**src/rtl/bmide_pkg.sv**
```systemverilog
// Shared constants of the bus-master DMA register file: window layout
// and bit positions inside the command and status bytes.
package bmide_pkg;
    localparam int WIN_BITS   = 3;           // 8-byte window per channel
    localparam int DESC_W     = 32;
    localparam int DESC_BYTES = DESC_W / 8;

    localparam logic [2:0] OFF_CMD  = 3'd0;
    localparam logic [2:0] OFF_PAD1 = 3'd1;
    localparam logic [2:0] OFF_STS  = 3'd2;
    localparam logic [2:0] OFF_PAD3 = 3'd3;
    localparam logic [2:0] OFF_DESC = 3'd4;

    localparam int CMD_START = 0;
    localparam int CMD_DIR   = 3;
    localparam int STS_ACT   = 0;
    localparam int STS_ERR   = 1;
    localparam int STS_IRQ   = 2;
    localparam int STS_RW_LO = 5;
    localparam int STS_RW_HI = 6;

    localparam logic [7:0] PAD_BYTE = 8'hFF;
endpackage

```
**src/rtl/bmide_chan.sv**
```systemverilog
// One channel of the register file: command, status and descriptor pointer.
// Assumes wr_en is already qualified by the channel select, and at most one
// byte is written per cycle. Reads are combinational; the top registers them.
module bmide_chan
    import bmide_pkg::*;
(
    input  logic              clk,
    input  logic              rst_n,
    input  logic              wr_en,
    input  logic [2:0]        off,
    input  logic [7:0]        wdata,
    input  logic              active,
    input  logic              err_evt,
    input  logic              irq_evt,
    output logic [7:0]        rd_byte,
    output logic              start,
    output logic              dir,
    output logic [DESC_W-1:0] desc
);
    logic       start_q, dir_q;
    logic       act_q, err_q, irq_q;
    logic [1:0] rw_q;
    logic [DESC_W-1:0] desc_q;

    logic wr_cmd, wr_sts;
    assign wr_cmd = wr_en && (off == OFF_CMD);
    assign wr_sts = wr_en && (off == OFF_STS);

    // Command byte: only start and direction are stored.
    always_ff @(posedge clk) begin
        if (!rst_n) begin
            start_q <= 1'b0;
            dir_q   <= 1'b0;
        end else if (wr_cmd) begin
            start_q <= wdata[CMD_START];
            dir_q   <= wdata[CMD_DIR];
        end
    end

    // Status byte: activity mirror, sticky events (set wins), plain bits 6:5.
    always_ff @(posedge clk) begin
        if (!rst_n) begin
            act_q <= 1'b0;
            err_q <= 1'b0;
            irq_q <= 1'b0;
            rw_q  <= 2'b00;
        end else begin
            act_q <= active;
            err_q <= err_evt || (err_q && !(wr_sts && wdata[STS_ERR]));
            irq_q <= irq_evt || (irq_q && !(wr_sts && wdata[STS_IRQ]));
            if (wr_sts)
                rw_q <= wdata[STS_RW_HI:STS_RW_LO];
        end
    end

    // Descriptor pointer: byte-lane writes, low two bits held at zero.
    always_ff @(posedge clk) begin
        if (!rst_n) begin
            desc_q <= '0;
        end else begin
            for (int b = 0; b < DESC_BYTES; b++) begin
                if (wr_en && (off == OFF_DESC + 3'(b)))
                    desc_q[8*b +: 8] <= wdata;
            end
            desc_q[1:0] <= 2'b00;
        end
    end

    // Read byte for the current offset.
    always_comb begin
        unique case (off)
            OFF_CMD:  rd_byte = {4'b0, dir_q, 2'b0, start_q};
            OFF_STS:  rd_byte = {1'b0, rw_q, 2'b0, irq_q, err_q, act_q};
            OFF_PAD1, OFF_PAD3: rd_byte = PAD_BYTE;
            default:  rd_byte = desc_q[8*off[1:0] +: 8];
        endcase
    end

    assign start = start_q;
    assign dir   = dir_q;
    assign desc  = desc_q;


    act_mirror_chk: assert property (@(posedge clk) disable iff (!rst_n)
        $past(rst_n) |-> (act_q == $past(active)));

    err_set_chk: assert property (@(posedge clk) disable iff (!rst_n)
        err_evt |=> err_q);

    irq_set_chk: assert property (@(posedge clk) disable iff (!rst_n)
        irq_evt |=> irq_q);

    err_clear_chk: assert property (@(posedge clk) disable iff (!rst_n)
        (wr_sts && wdata[STS_ERR] && !err_evt) |=> !err_q);

    pad_write_chk: assert property (@(posedge clk) disable iff (!rst_n)
        (wr_en && (off == OFF_PAD1 || off == OFF_PAD3))
        |=> ($stable(start_q) && $stable(dir_q) && $stable(rw_q) && $stable(desc_q)));

    desc_low_chk: assert property (@(posedge clk) disable iff (!rst_n)
        (wr_en && off == OFF_DESC) |=> (desc_q[7:2] == $past(wdata[7:2])));
endmodule

```
**src/rtl/bmide_rdport.sv**
```systemverilog
// Read-data register: captures the selected byte on a read strobe and
// holds it otherwise. Assumes the read byte is stable during the strobe cycle.
module bmide_rdport (
    input  logic       clk,
    input  logic       rst_n,
    input  logic       rd,
    input  logic [7:0] sel_byte,
    output logic [7:0] rdata
);
    // Load on strobe, hold otherwise.
    always_ff @(posedge clk) begin
        if (!rst_n)  rdata <= 8'h00;
        else if (rd) rdata <= sel_byte;
    end


    rdata_hold_chk: assert property (@(posedge clk) disable iff (!rst_n)
        ($past(rst_n) && !$past(rd)) |-> $stable(rdata));
endmodule

```
**src/rtl/bmide_regfile.sv**
```systemverilog
// Top of the register file: decodes the channel from the upper address bits,
// builds one channel instance per channel and registers the read byte.
// Assumes io_wr and io_rd are single-byte accesses, one per cycle.
module bmide_regfile
    import bmide_pkg::*;
#(
    parameter int NCH = 2,
    localparam int CH_BITS = (NCH > 1) ? $clog2(NCH) : 1,
    localparam int AW = CH_BITS + WIN_BITS
) (
    input  logic                  clk,
    input  logic                  rst_n,
    input  logic [AW-1:0]         io_addr,
    input  logic                  io_wr,
    input  logic [7:0]            io_wdata,
    input  logic                  io_rd,
    output logic [7:0]            io_rdata,
    input  logic [NCH-1:0]        dma_active,
    input  logic [NCH-1:0]        dma_err_evt,
    input  logic [NCH-1:0]        dma_irq_evt,
    output logic [NCH-1:0]        eng_start,
    output logic [NCH-1:0]        eng_dir,
    output logic [NCH*DESC_W-1:0] eng_desc
);
    logic [CH_BITS-1:0] ch_sel;
    logic [7:0]         ch_rd [NCH];
    logic [7:0]         sel_byte;

    assign ch_sel = io_addr[AW-1:WIN_BITS];

    for (genvar c = 0; c < NCH; c++) begin : g_ch
        bmide_chan u_chan (
            .clk     (clk),
            .rst_n   (rst_n),
            .wr_en   (io_wr && (ch_sel == CH_BITS'(c))),
            .off     (io_addr[WIN_BITS-1:0]),
            .wdata   (io_wdata),
            .active  (dma_active[c]),
            .err_evt (dma_err_evt[c]),
            .irq_evt (dma_irq_evt[c]),
            .rd_byte (ch_rd[c]),
            .start   (eng_start[c]),
            .dir     (eng_dir[c]),
            .desc    (eng_desc[c*DESC_W +: DESC_W])
        );
    end

    // Pick the addressed channel's byte; windows with no channel read all ones.
    always_comb begin
        sel_byte = PAD_BYTE;
        for (int c = 0; c < NCH; c++)
            if (ch_sel == CH_BITS'(c)) sel_byte = ch_rd[c];
    end

    bmide_rdport u_rdport (
        .clk      (clk),
        .rst_n    (rst_n),
        .rd       (io_rd),
        .sel_byte (sel_byte),
        .rdata    (io_rdata)
    );


    pad_read_chk: assert property (@(posedge clk) disable iff (!rst_n)
        (io_rd && (io_addr[WIN_BITS-1:0] == OFF_PAD1 || io_addr[WIN_BITS-1:0] == OFF_PAD3))
        |=> (io_rdata == PAD_BYTE));
endmodule

```
**config.mk**
```make
export PLATFORM = sky130hd
export DESIGN_NAME = bmide_regfile
export DESIGN_NICKNAME = d
export VERILOG_FILES = /design/src/rtl/bmide_pkg.sv /design/src/rtl/bmide_chan.sv /design/src/rtl/bmide_rdport.sv /design/src/rtl/bmide_regfile.sv
export SDC_FILE = /design/constraint.sdc
export NUM_CORES = 1
export LEC_CHECK = 0
export BUFFER_PORTS_ARGS = -buffer_cell sky130_fd_sc_hd__buf_4
export CAP_MARGIN = 20
export CORE_UTILIZATION = 35
export CTS_BUF_LIST = sky130_fd_sc_hd__clkbuf_2
export CTS_CLUSTER_DIAMETER = 40
export DETAILED_ROUTE_END_ITERATION = 10
export HOLD_SLACK_MARGIN = 0.02
export PLACE_DENSITY = 0.62
export SLEW_MARGIN = 15
export SYNTH_ARGS = -nofsm -noshare
export SYNTH_HDL_FRONTEND = slang
export SYNTH_SLANG_ARGS = --single-unit
export TNS_END_PERCENT = 5
```
**constraint.sdc**
```tcl
create_clock -name clk -period 1.29 [get_ports clk]
set_input_delay 0.0645 -clock clk [delete_from_list [all_inputs] [get_ports clk]]
set_output_delay 0.0645 -clock clk [all_outputs]
set_load 0.1 [all_outputs]
```
[Word level (Yosys, flattened, before mapping)]
Index checks and enable logic that the tools add are counted.
Word-level totals
  bits in registers: 86
  input port bits: 22
  output and inout port bits: 76
  logic and storage cells: 68
Cells by class
  eq/ne operators: 7
  shift operators: 2
  muxes and demuxes: 3
  bitwise operators: 1
  reduce and logical (&&, ||, !) cells: 32
Operators by type and width (count)
  $shiftx 32x6->8: 2
  $pmux 8 s3: 2
  $logic_and 1x1->1: 22
  $eq 3x3->1 const B: 4
  $mux 8: 1
  $eq 3x2->1 const B: 2
  $logic_not 1->1: 4
  $logic_or 1x1->1: 4
  $eq 3x1->1 const B: 1
  $logic_not 3->1: 1
  $reduce_or 2->1: 1
  $not 1->1: 1

[Logic depth before layout (Yosys ltp)]
Gate-level depths: netlist (run 1).
  word-level depth: 7
  depth in mapped cells: 8
  mapped depth without buffers: 4

[By module]
From an unflattened synthesis (run 1), not the netlist that was laid out.
Second synthesis, totals
  cells, all modules: 446
  area, all modules: 4135.2 µm²
By module, submodules not included
  bmide_chan: times used 2, cells an instance 205, area an instance 1843.0 µm², sequential area each 740.7 µm²
  bmide_rdport: times used 1, cells an instance 25, area an instance 301.5 µm², sequential area each 160.2 µm²
  bmide_regfile: times used 1, cells an instance 11, area an instance 147.6 µm², sequential area each 0.0 µm²

[Worst setup path after synthesis (run 1)]
OpenSTA, ideal clock, no wires.
  path kind: flip-flop to flip-flop
  from: register g_ch[0].u_chan.desc_q[11]
  to: register u_rdport.rdata[3]
  library setup time: 0.120 ns
  arrival time: 1.778 ns
  required time: 1.170 ns
  setup slack: -0.608 ns
  stages on the path, launching flop included: 5
  buffers on the path: 0
  period minus slack after synthesis: 1.898 ns
  path through: dfxtp_1 mux4_1 mux2_2 a211oi_1 nor2_1
On the way
  word-level cells in the longest chain between the ends: 3
RTL lines
  from (decl): line bmide_chan.sv:23  | logic [DESC_W-1:0] desc_q;
  from (signal, indexed assignment): line bmide_chan.sv:63  | desc_q[8*b +: 8] <= wdata;
  $shiftx 32x6->8: line bmide_chan.sv:75  | default: rd_byte = desc_q[8*off[1:0] +: 8];
  $pmux 8 s3: line bmide_chan.sv:71  | unique case (off)
  $mux 8: line bmide_regfile.sv:52  | if (ch_sel == CH_BITS'(c)) sel_byte = ch_rd[c];
  to (signal assigned): line bmide_rdport.sv:13  | else if (rd) rdata <= sel_byte;
  to (decl): line bmide_rdport.sv:8  | output logic [7:0] rdata
No other way between the ends.
A chain may end at the register's enable or synchronous reset.

[Final worst setup path (run 1)]
  from: register g_ch[0].u_chan.desc_q[29]
  to: register u_rdport.rdata[5]
The elaborated chain is that of the path after synthesis.

==> results of run 1 <==
final timing paths:
| path | slack [ps] | end | depth (start not counted) | startpoint |
|---|---|---|---|---|
| worst max-delay path | -170 | u_rdport.rdata[5] | 4 | g_ch[0].u_chan.desc[29] |
| worst min-delay path | 60 | g_ch[0].u_chan.rw_q[1] | 5 | io_addr[3] |
| worst max register to register | -170 | u_rdport.rdata[5] | 4 | g_ch[0].u_chan.desc[29] |
| worst min register to register | 530 | g_ch[1].u_chan.desc[24] | 2 | g_ch[1].u_chan.desc[24] |
metrics by stage:
stage / utilization [%] / power (mW) / std cells / hold WS (ps) / setup TNS, ps
after global placement: 51.2 / 3.55 / 697 / 277 / -6650
final: 64.9 / 5.23 / 735 / 56.5 / -903
after floorplan: - / 3.26 / 419 / 188 / -2180
after global routing: 64.9 / 5.46 / 735 / 17.6 / -3140
after CTS: 63.1 / 5.22 / 735 / 23.4 / -877
after detailed placement: 51.2 / 3.56 / 697 / 283 / -7610
worst register-to-register path: cells and delay by family (launching register included):
family / cells / cell delay (ps)
flops: 1 / 400
mux: 2 / 770
simple gates: 1 / 60
compound gates: 1 / 180
area by class of cell:
| cell class | instances | area [um^2] | share of cell area (%) |
|---|---|---|---|
| clock buffer | 10 | 50.0 | 0.743 |
| clock inverter | 6 | 81.3 | 1.21 |
| inverter | 3 | 11.3 | 0.167 |
| multi-input combinational | 290 | 1920 | 28.5 |
| sequential | 82 | 1860 | 27.6 |
| tap | 136 | 170 | 2.53 |
| timing repair buffer | 208 | 2640 | 39.3 |
synth_stat cells, drive strengths merged, types with 2 or more instances:
cell type	n
a21boi	4
clkbuf	28
clkinv	2
a21oi	51
a211oi	4
a221oi	3
nand2	51
and2	2
mux2i	24
mux2	11
nand2b	5
o21a	4
dfxtp	82
buf	16
mux4	12
o21ai	57
nor2b	5
nor3	2
nor2	37
layer usage:
metal	track usage [%]	share of wire, %
met2	41.7	49
met4	4.86	1.3
met3	4.27	6.4
met5	0	0
met1	34.0	44
state kept, by name (all words and copies together), names as in the netlist:
register	cells
g_ch.u_chan.desc	60
u_rdport.rdata	8
g_ch.u_chan.rw_q	4
g_ch.u_chan.act_q	2
g_ch.u_chan.dir	2
g_ch.u_chan.err_q	2
g_ch.u_chan.irq_q	2
g_ch.u_chan.start	2
power by group through the flow:
stage	clock network (mW)	logic, mW	registers, mW
floorplan	0	0.379	2.88
global placement	0	0.961	2.59
detailed placement	0	0.970	2.59
CTS	1.55	1.11	2.55
global route	1.70	1.21	2.56
finish	1.53	1.15	2.55
timing repair:
action | in CTS | in global routing
pin swaps | 2 | 2
setup buffers | 0 | 0
resized for setup | 221 | 56
setup endpoints to repair | 78 | 78
gates cloned | 0 | 0
endpoints found under the hold margin | 82 | 1
cells by family (layout without fill, tap and decap cells):
| family | Yosys count | after routing | share of synthesized area, % |
|---|---|---|---|
| AOI/OAI and AO/OA | 130 | 130 | 19.3 |
| buffers and inverters | 47 | 227 | 6.30 |
| DFF | 82 | 82 | 43.7 |
| muxes | 47 | 47 | 17.6 |
| other | 1 | 4 | 0.0999 |
| and+or+nand+nor | 109 | 109 | 13.0 |
cell usage in the layout, fill, tap and decap left out, types with 3 or more instances in the layout:
| cell | count |
|---|---|
| nor2_1 | 37 |
| buf_4 | 62 |
| clkbuf_2 | 10 |
| mux4_2 | 12 |
| o21a_1 | 4 |
| nand2b_1 | 5 |
| mux2_2 | 5 |
| mux2i_1 | 24 |
| dfxtp_4 | 51 |
| buf_6 | 53 |
| dlygate4sd3_1 | 22 |
| clkinv_1 | 3 |
| conb_1 | 4 |
| a21boi_0 | 4 |
| o21ai_0 | 55 |
| nor2b_1 | 5 |
| nand2_1 | 51 |
| mux2_4 | 6 |
| a21oi_1 | 49 |
| buf_8 | 12 |
| a211oi_2 | 4 |
| buf_12 | 59 |
| dfxtp_2 | 20 |
| dfxtp_1 | 11 |
==> flow_summary.json, run 1 <==
{
  "status": "finished with violations",
  "violations": "negative setup slack",
  "swShare_pct": 31.6,
  "antenna_cells": 0,
  "num_vias": 3826,
  "start_util_pct": 36.2,
  "cp_data_arrival_time_ps": 1920,
  "via_per_inst": 5.21,
  "grt_first_pass_wirelength_um": 21300,
  "drc": 0,
  "ys_types": 43,
  "core_area_mm2": 0.0104,
  "cts_buffers": 9,
  "path_class": "register to register",
  "synth_top_area_cell": "dfxtp_1",
  "placed_area_mm2": 0.00531,
  "preCtsSetupSlack_ps": -297,
  "crit_path_top_delay_cell": "mux4_2",
  "die_w_um": 106,
  "ys_ff_latch": 82,
  "netlist_area_mm2": 0.00375,
  "ioPinCount": 98,
  "p_clk_share_pct": 29.2,
  "path_clk_slew_ps": 220,
  "layout-drive-gt1-share_pct": 50.9,
  "cts_hold_buffers": 22,
  "place.gp.congestion": 0.854,
  "syn_inst": 416,
  "cp_num_buf_inv": 0,
  "required_ps": 1740,
  "htree_levels": 3,
  "fin_crit_sh_pct": 113,
  "wl_per_cell_um": 18.6,
  "port_buffers": 93,
  "powerDensity_mw_per_mm2": 777,
  "drv_cap": 0,
  "p_leak_nw": 2.73,
  "grt_max_degree": 50,
  "yosys.area.top_type_share_pct": 43.7,
  "setup_viol": 7,
  "clk_path_buf_depth": 2,
  "slew_viol_final": 0,
  "peakVddDrop_mv": 0.393,
  "overflow": 0,
  "synth_ff_type": "dfxtp_1",
  "antenna_found_initial": 0,
  "clock-sinks": 82,
  "netSwitchingPower_mw": 1.65,
  "ys_seq_area_share_pct": 43.7,
  "die_h_um": 106,
  "max_stage_delay_ps": 490,
  "comb_power_share_pct": 22.0,
  "hp-class": "input port to register",
  "fin_crit_ps": 1460,
  "fillCellCount": 771,
  "power_report.internal_total_mw": 3.58,
  "syn_to_final_growth_pct": 79.4,
  "synth-edff-count": 0,
  "hold_viol_final": 0,
  "path_cells": "mux4_2 > mux2_4 > a211oi_2 > nor2_1",
  "synthArstFlopShare_pct": 0,
  "cts_tree": "yes",
  "rsz0062_at_grt": "true",
  "cp_max_fo": 2,
  "max_freq_ghz": 0.684,
  "fin_area_mm2": 0.00673,
  "fin_nets": 616,
  "max-slew-margin-rel_pct": 55.1,
  "grt_usage_pct": 25.0,
  "tightestPinTransition_ps": 672,
  "p_seq_share_pct": 48.7,
  "totalWireLength_um": 13700,
  "worstSkewPairLatency_ps": 520,
  "drt-initial-drc-count": 217,
  "yosys_warnings": 0,
  "ant_nets": 0,
  "dp_hpwl_um": 9170,
  "critical-path-top-delay-family": "multiplexers",
  "synth.area.top_cells": "dfxtp_1 44%, o21ai_0 7.6%, a21oi_1 6.8%, mux2i_1 6.4%, nand2_1 5.1%",
  "end_kind": "register",
  "grt_pass1_vias": 3807,
  "die_area_mm2": 0.0111,
  "fin_worst_skew_ps": 22.2,
  "avgSynthCellArea_um2": 9.02,
  "setup_ws_ps": -173,
  "drt_first_pass_iters": 4,
  "rows": 37,
  "critPathLaunchType": "register",
  "cts_root_buf": "clkbuf_2"
}
No activity file was read; power rests on OpenSTA's default activity.
==> run 2: changes to the inputs <==
--- a/config.mk
+++ b/config.mk
@@ -7,12 +7,12 @@
 export LEC_CHECK = 0
 export BUFFER_PORTS_ARGS = -buffer_cell sky130_fd_sc_hd__buf_4
 export CAP_MARGIN = 20
-export CORE_UTILIZATION = 35
+export CORE_UTILIZATION = 40
 export CTS_BUF_LIST = sky130_fd_sc_hd__clkbuf_2
 export CTS_CLUSTER_DIAMETER = 40
 export DETAILED_ROUTE_END_ITERATION = 10
 export HOLD_SLACK_MARGIN = 0.02
-export PLACE_DENSITY = 0.62
+export PLACE_DENSITY = 0.69
 export SLEW_MARGIN = 15
 export SYNTH_ARGS = -nofsm -noshare
 export SYNTH_HDL_FRONTEND = slang
==> run 2 against run 1 <==
Net effect: the run still ends with negative setup slack left; design area up 1.9%; clock skew about the same; global-route usage grew 5.6 points; clock-buffer cell count stayed put; sequential power is essentially flat; maximum frequency shrank 0.45%; clock power grew 29%; core utilization grew 12 points; flip-flop and latch count is the same; die area decreased by 12%.
==> flow_summary.json, run 2 (synthesis gave the netlist of run 1 again) <==
{
  "status": "finished with violations",
  "violations": "negative setup slack",
  "max-slew-margin-rel_pct": 63.3,
  "power.total_mw": 5.70,
  "r2r_setup_slack_ps": -180,
  "setup_ws_ps": -179,
  "final-instance-count-excl-fill": 714,
  "setup_tns_ps": -1490,
  "path_class": "register to register",
  "rsz0062_at_grt": "true",
  "start_util_pct": 42.2,
  "grt_max_degree": 39,
  "grt_pass1_vias": 4091,
  "die_area_mm2": 0.00977,
  "core_area_mm2": 0.00889,
  "p_seq_share_pct": 44.9,
  "drt-initial-drc-count": 313,
  "antenna_found_initial": 0,
  "path_clk_slew_ps": 230,
  "fillCellCount": 550,
  "hold_viol_final": 0,
  "antenna_cells": 0,
  "dp_hpwl_um": 9490,
  "final_cell_mix": "61 x buf_4, 61 x buf_12, 56 x o21ai_0",
  "cp_data_arrival_time_ps": 1960,
  "setup_viol": 38,
  "slew_viol_final": 0,
  "peakVddDrop_mv": 0.575,
  "drt_first_pass_iters": 5,
  "whs_ps": 91.3,
  "comb_power_share_pct": 20.5,
  "cts_buffers": 9,
  "power_report.internal_total_mw": 3.98,
  "fin_worst_skew_ps": 22.6,
  "clk_path_buf_depth": 2,
  "drv_cap": 0,
  "ioPinCount": 98,
  "via_per_inst": 5.56,
  "overflow": 0,
  "die_w_um": 98.9,
  "netSwitchingPower_mw": 1.72,
  "preCtsSetupSlack_ps": -257,
  "largest_reg_flops": 60,
  "cts_root_buf": "clkbuf_2",
  "fin_crit_sh_pct": 114,
  "tightestPinTransition_ps": 548,
  "port_buffers": 93,
  "critPathLaunchType": "register",
  "grt_first_pass_wirelength_um": 22500,
  "layout-drive-gt1-share_pct": 50.8,
  "end_kind": "register",
  "p_clk_share_pct": 34.6,
  "syn_to_final_growth_pct": 82.8,
  "die_h_um": 98.9,
  "powerDensity_mw_per_mm2": 831,
  "clock-sinks": 82,
  "num_vias": 3967,
  "grt_usage_pct": 30.6,
  "htree_levels": 3,
  "required_ps": 1780,
  "p_leak_nw": 2.83,
  "totalWireLength_um": 14700,
  "place.gp.congestion": 0.898,
  "swShare_pct": 30.1,
  "ant_nets": 0,
  "drc": 0,
  "worstSkewPairLatency_ps": 560,
  "fin_crit_ps": 1470,
  "hp-class": "input port to register",
  "dp.cells": 669,
  "rows": 34,
  "fin_nets": 623,
  "wl_per_cell_um": 20.6,
  "cts_tree": "yes",
  "max_freq_ghz": 0.681,
  "cp_max_fo": 2
}
[run 2: cell types whose count changed in the layout (fill, tap and decap cells not counted), moves of 2 or more]
cell	change
buf_12	+2
dlymetal6s4s_1	+2
bufinv_16	+2
dlygate4sd3_1	+2
dfxtp_2	-2
[run 2: path summary, 6_finish.rpt]
path                                               from                      end  depth (start not counted)
worst max-delay path            g_ch[1].u_chan.desc[26]        u_rdport.rdata[2]                          4
worst min-delay path                         io_addr[1]     g_ch[1].u_chan.start                          4
worst max register to register  g_ch[1].u_chan.desc[26]        u_rdport.rdata[2]                          4
worst min register to register  g_ch[0].u_chan.desc[17]  g_ch[0].u_chan.desc[17]                          2
[run 2: area by class of cell]
class | instances | area [um^2] | share of cell area, %
Tap cell | 108 | 135 | 1.97
Timing Repair Buffer | 215 | 2750 | 40.1
Clock buffer | 10 | 50.0 | 0.730
Sequential cell | 82 | 1860 | 27.1
Clock inverter | 6 | 129 | 1.88
Inverter | 3 | 11.3 | 0.164
Multi-Input combinational cell | 290 | 1930 | 28.1
[run 2: what timing repair did]
item	CTS	global route
pin swaps	2	1
endpoints found under the hold margin	82	0
setup endpoints to repair	79	82
buffers inserted	0	3
resized for setup	242	41
hold buffers	26	0
[run 2: metrics by stage]
step	utilization (%)	area [um^2]
6_report	77.1	6860
5_1_grt	77.1	6860
4_1_cts	75.3	6690
3_5_place_dp	59.6	5300
3_3_place_gp	59.6	5300
2_1_floorplan	-	3960
[run 2: worst max-delay path, stage by stage, from the launching register on]
cell	delay [ps]
dfxtp_4	400
mux4_2	480
mux2_4	280
a211oi_2	180
nor2_1	60
[run 2: power by group through the flow]
| stage | logic (mW) | clock network (mW) | registers (mW) |
|---|---|---|---|
| after floorplan | 0.379 | 0 | 2.88 |
| final | 1.17 | 1.97 | 2.56 |
| after CTS | 1.12 | 1.97 | 2.56 |
| after global routing | 1.22 | 2.10 | 2.56 |
| after global placement | 0.949 | 0 | 2.60 |
| after detailed placement | 0.960 | 0 | 2.60 |
[run 2: metal layers]
metal	wire, um	global-route usage, %	up-vias
met5	0	0	-
met4	452	12.5	0
met3	995	6.88	37
met2	7600	54.6	177
met1	5630	35.3	1938
li1	-	-	1815
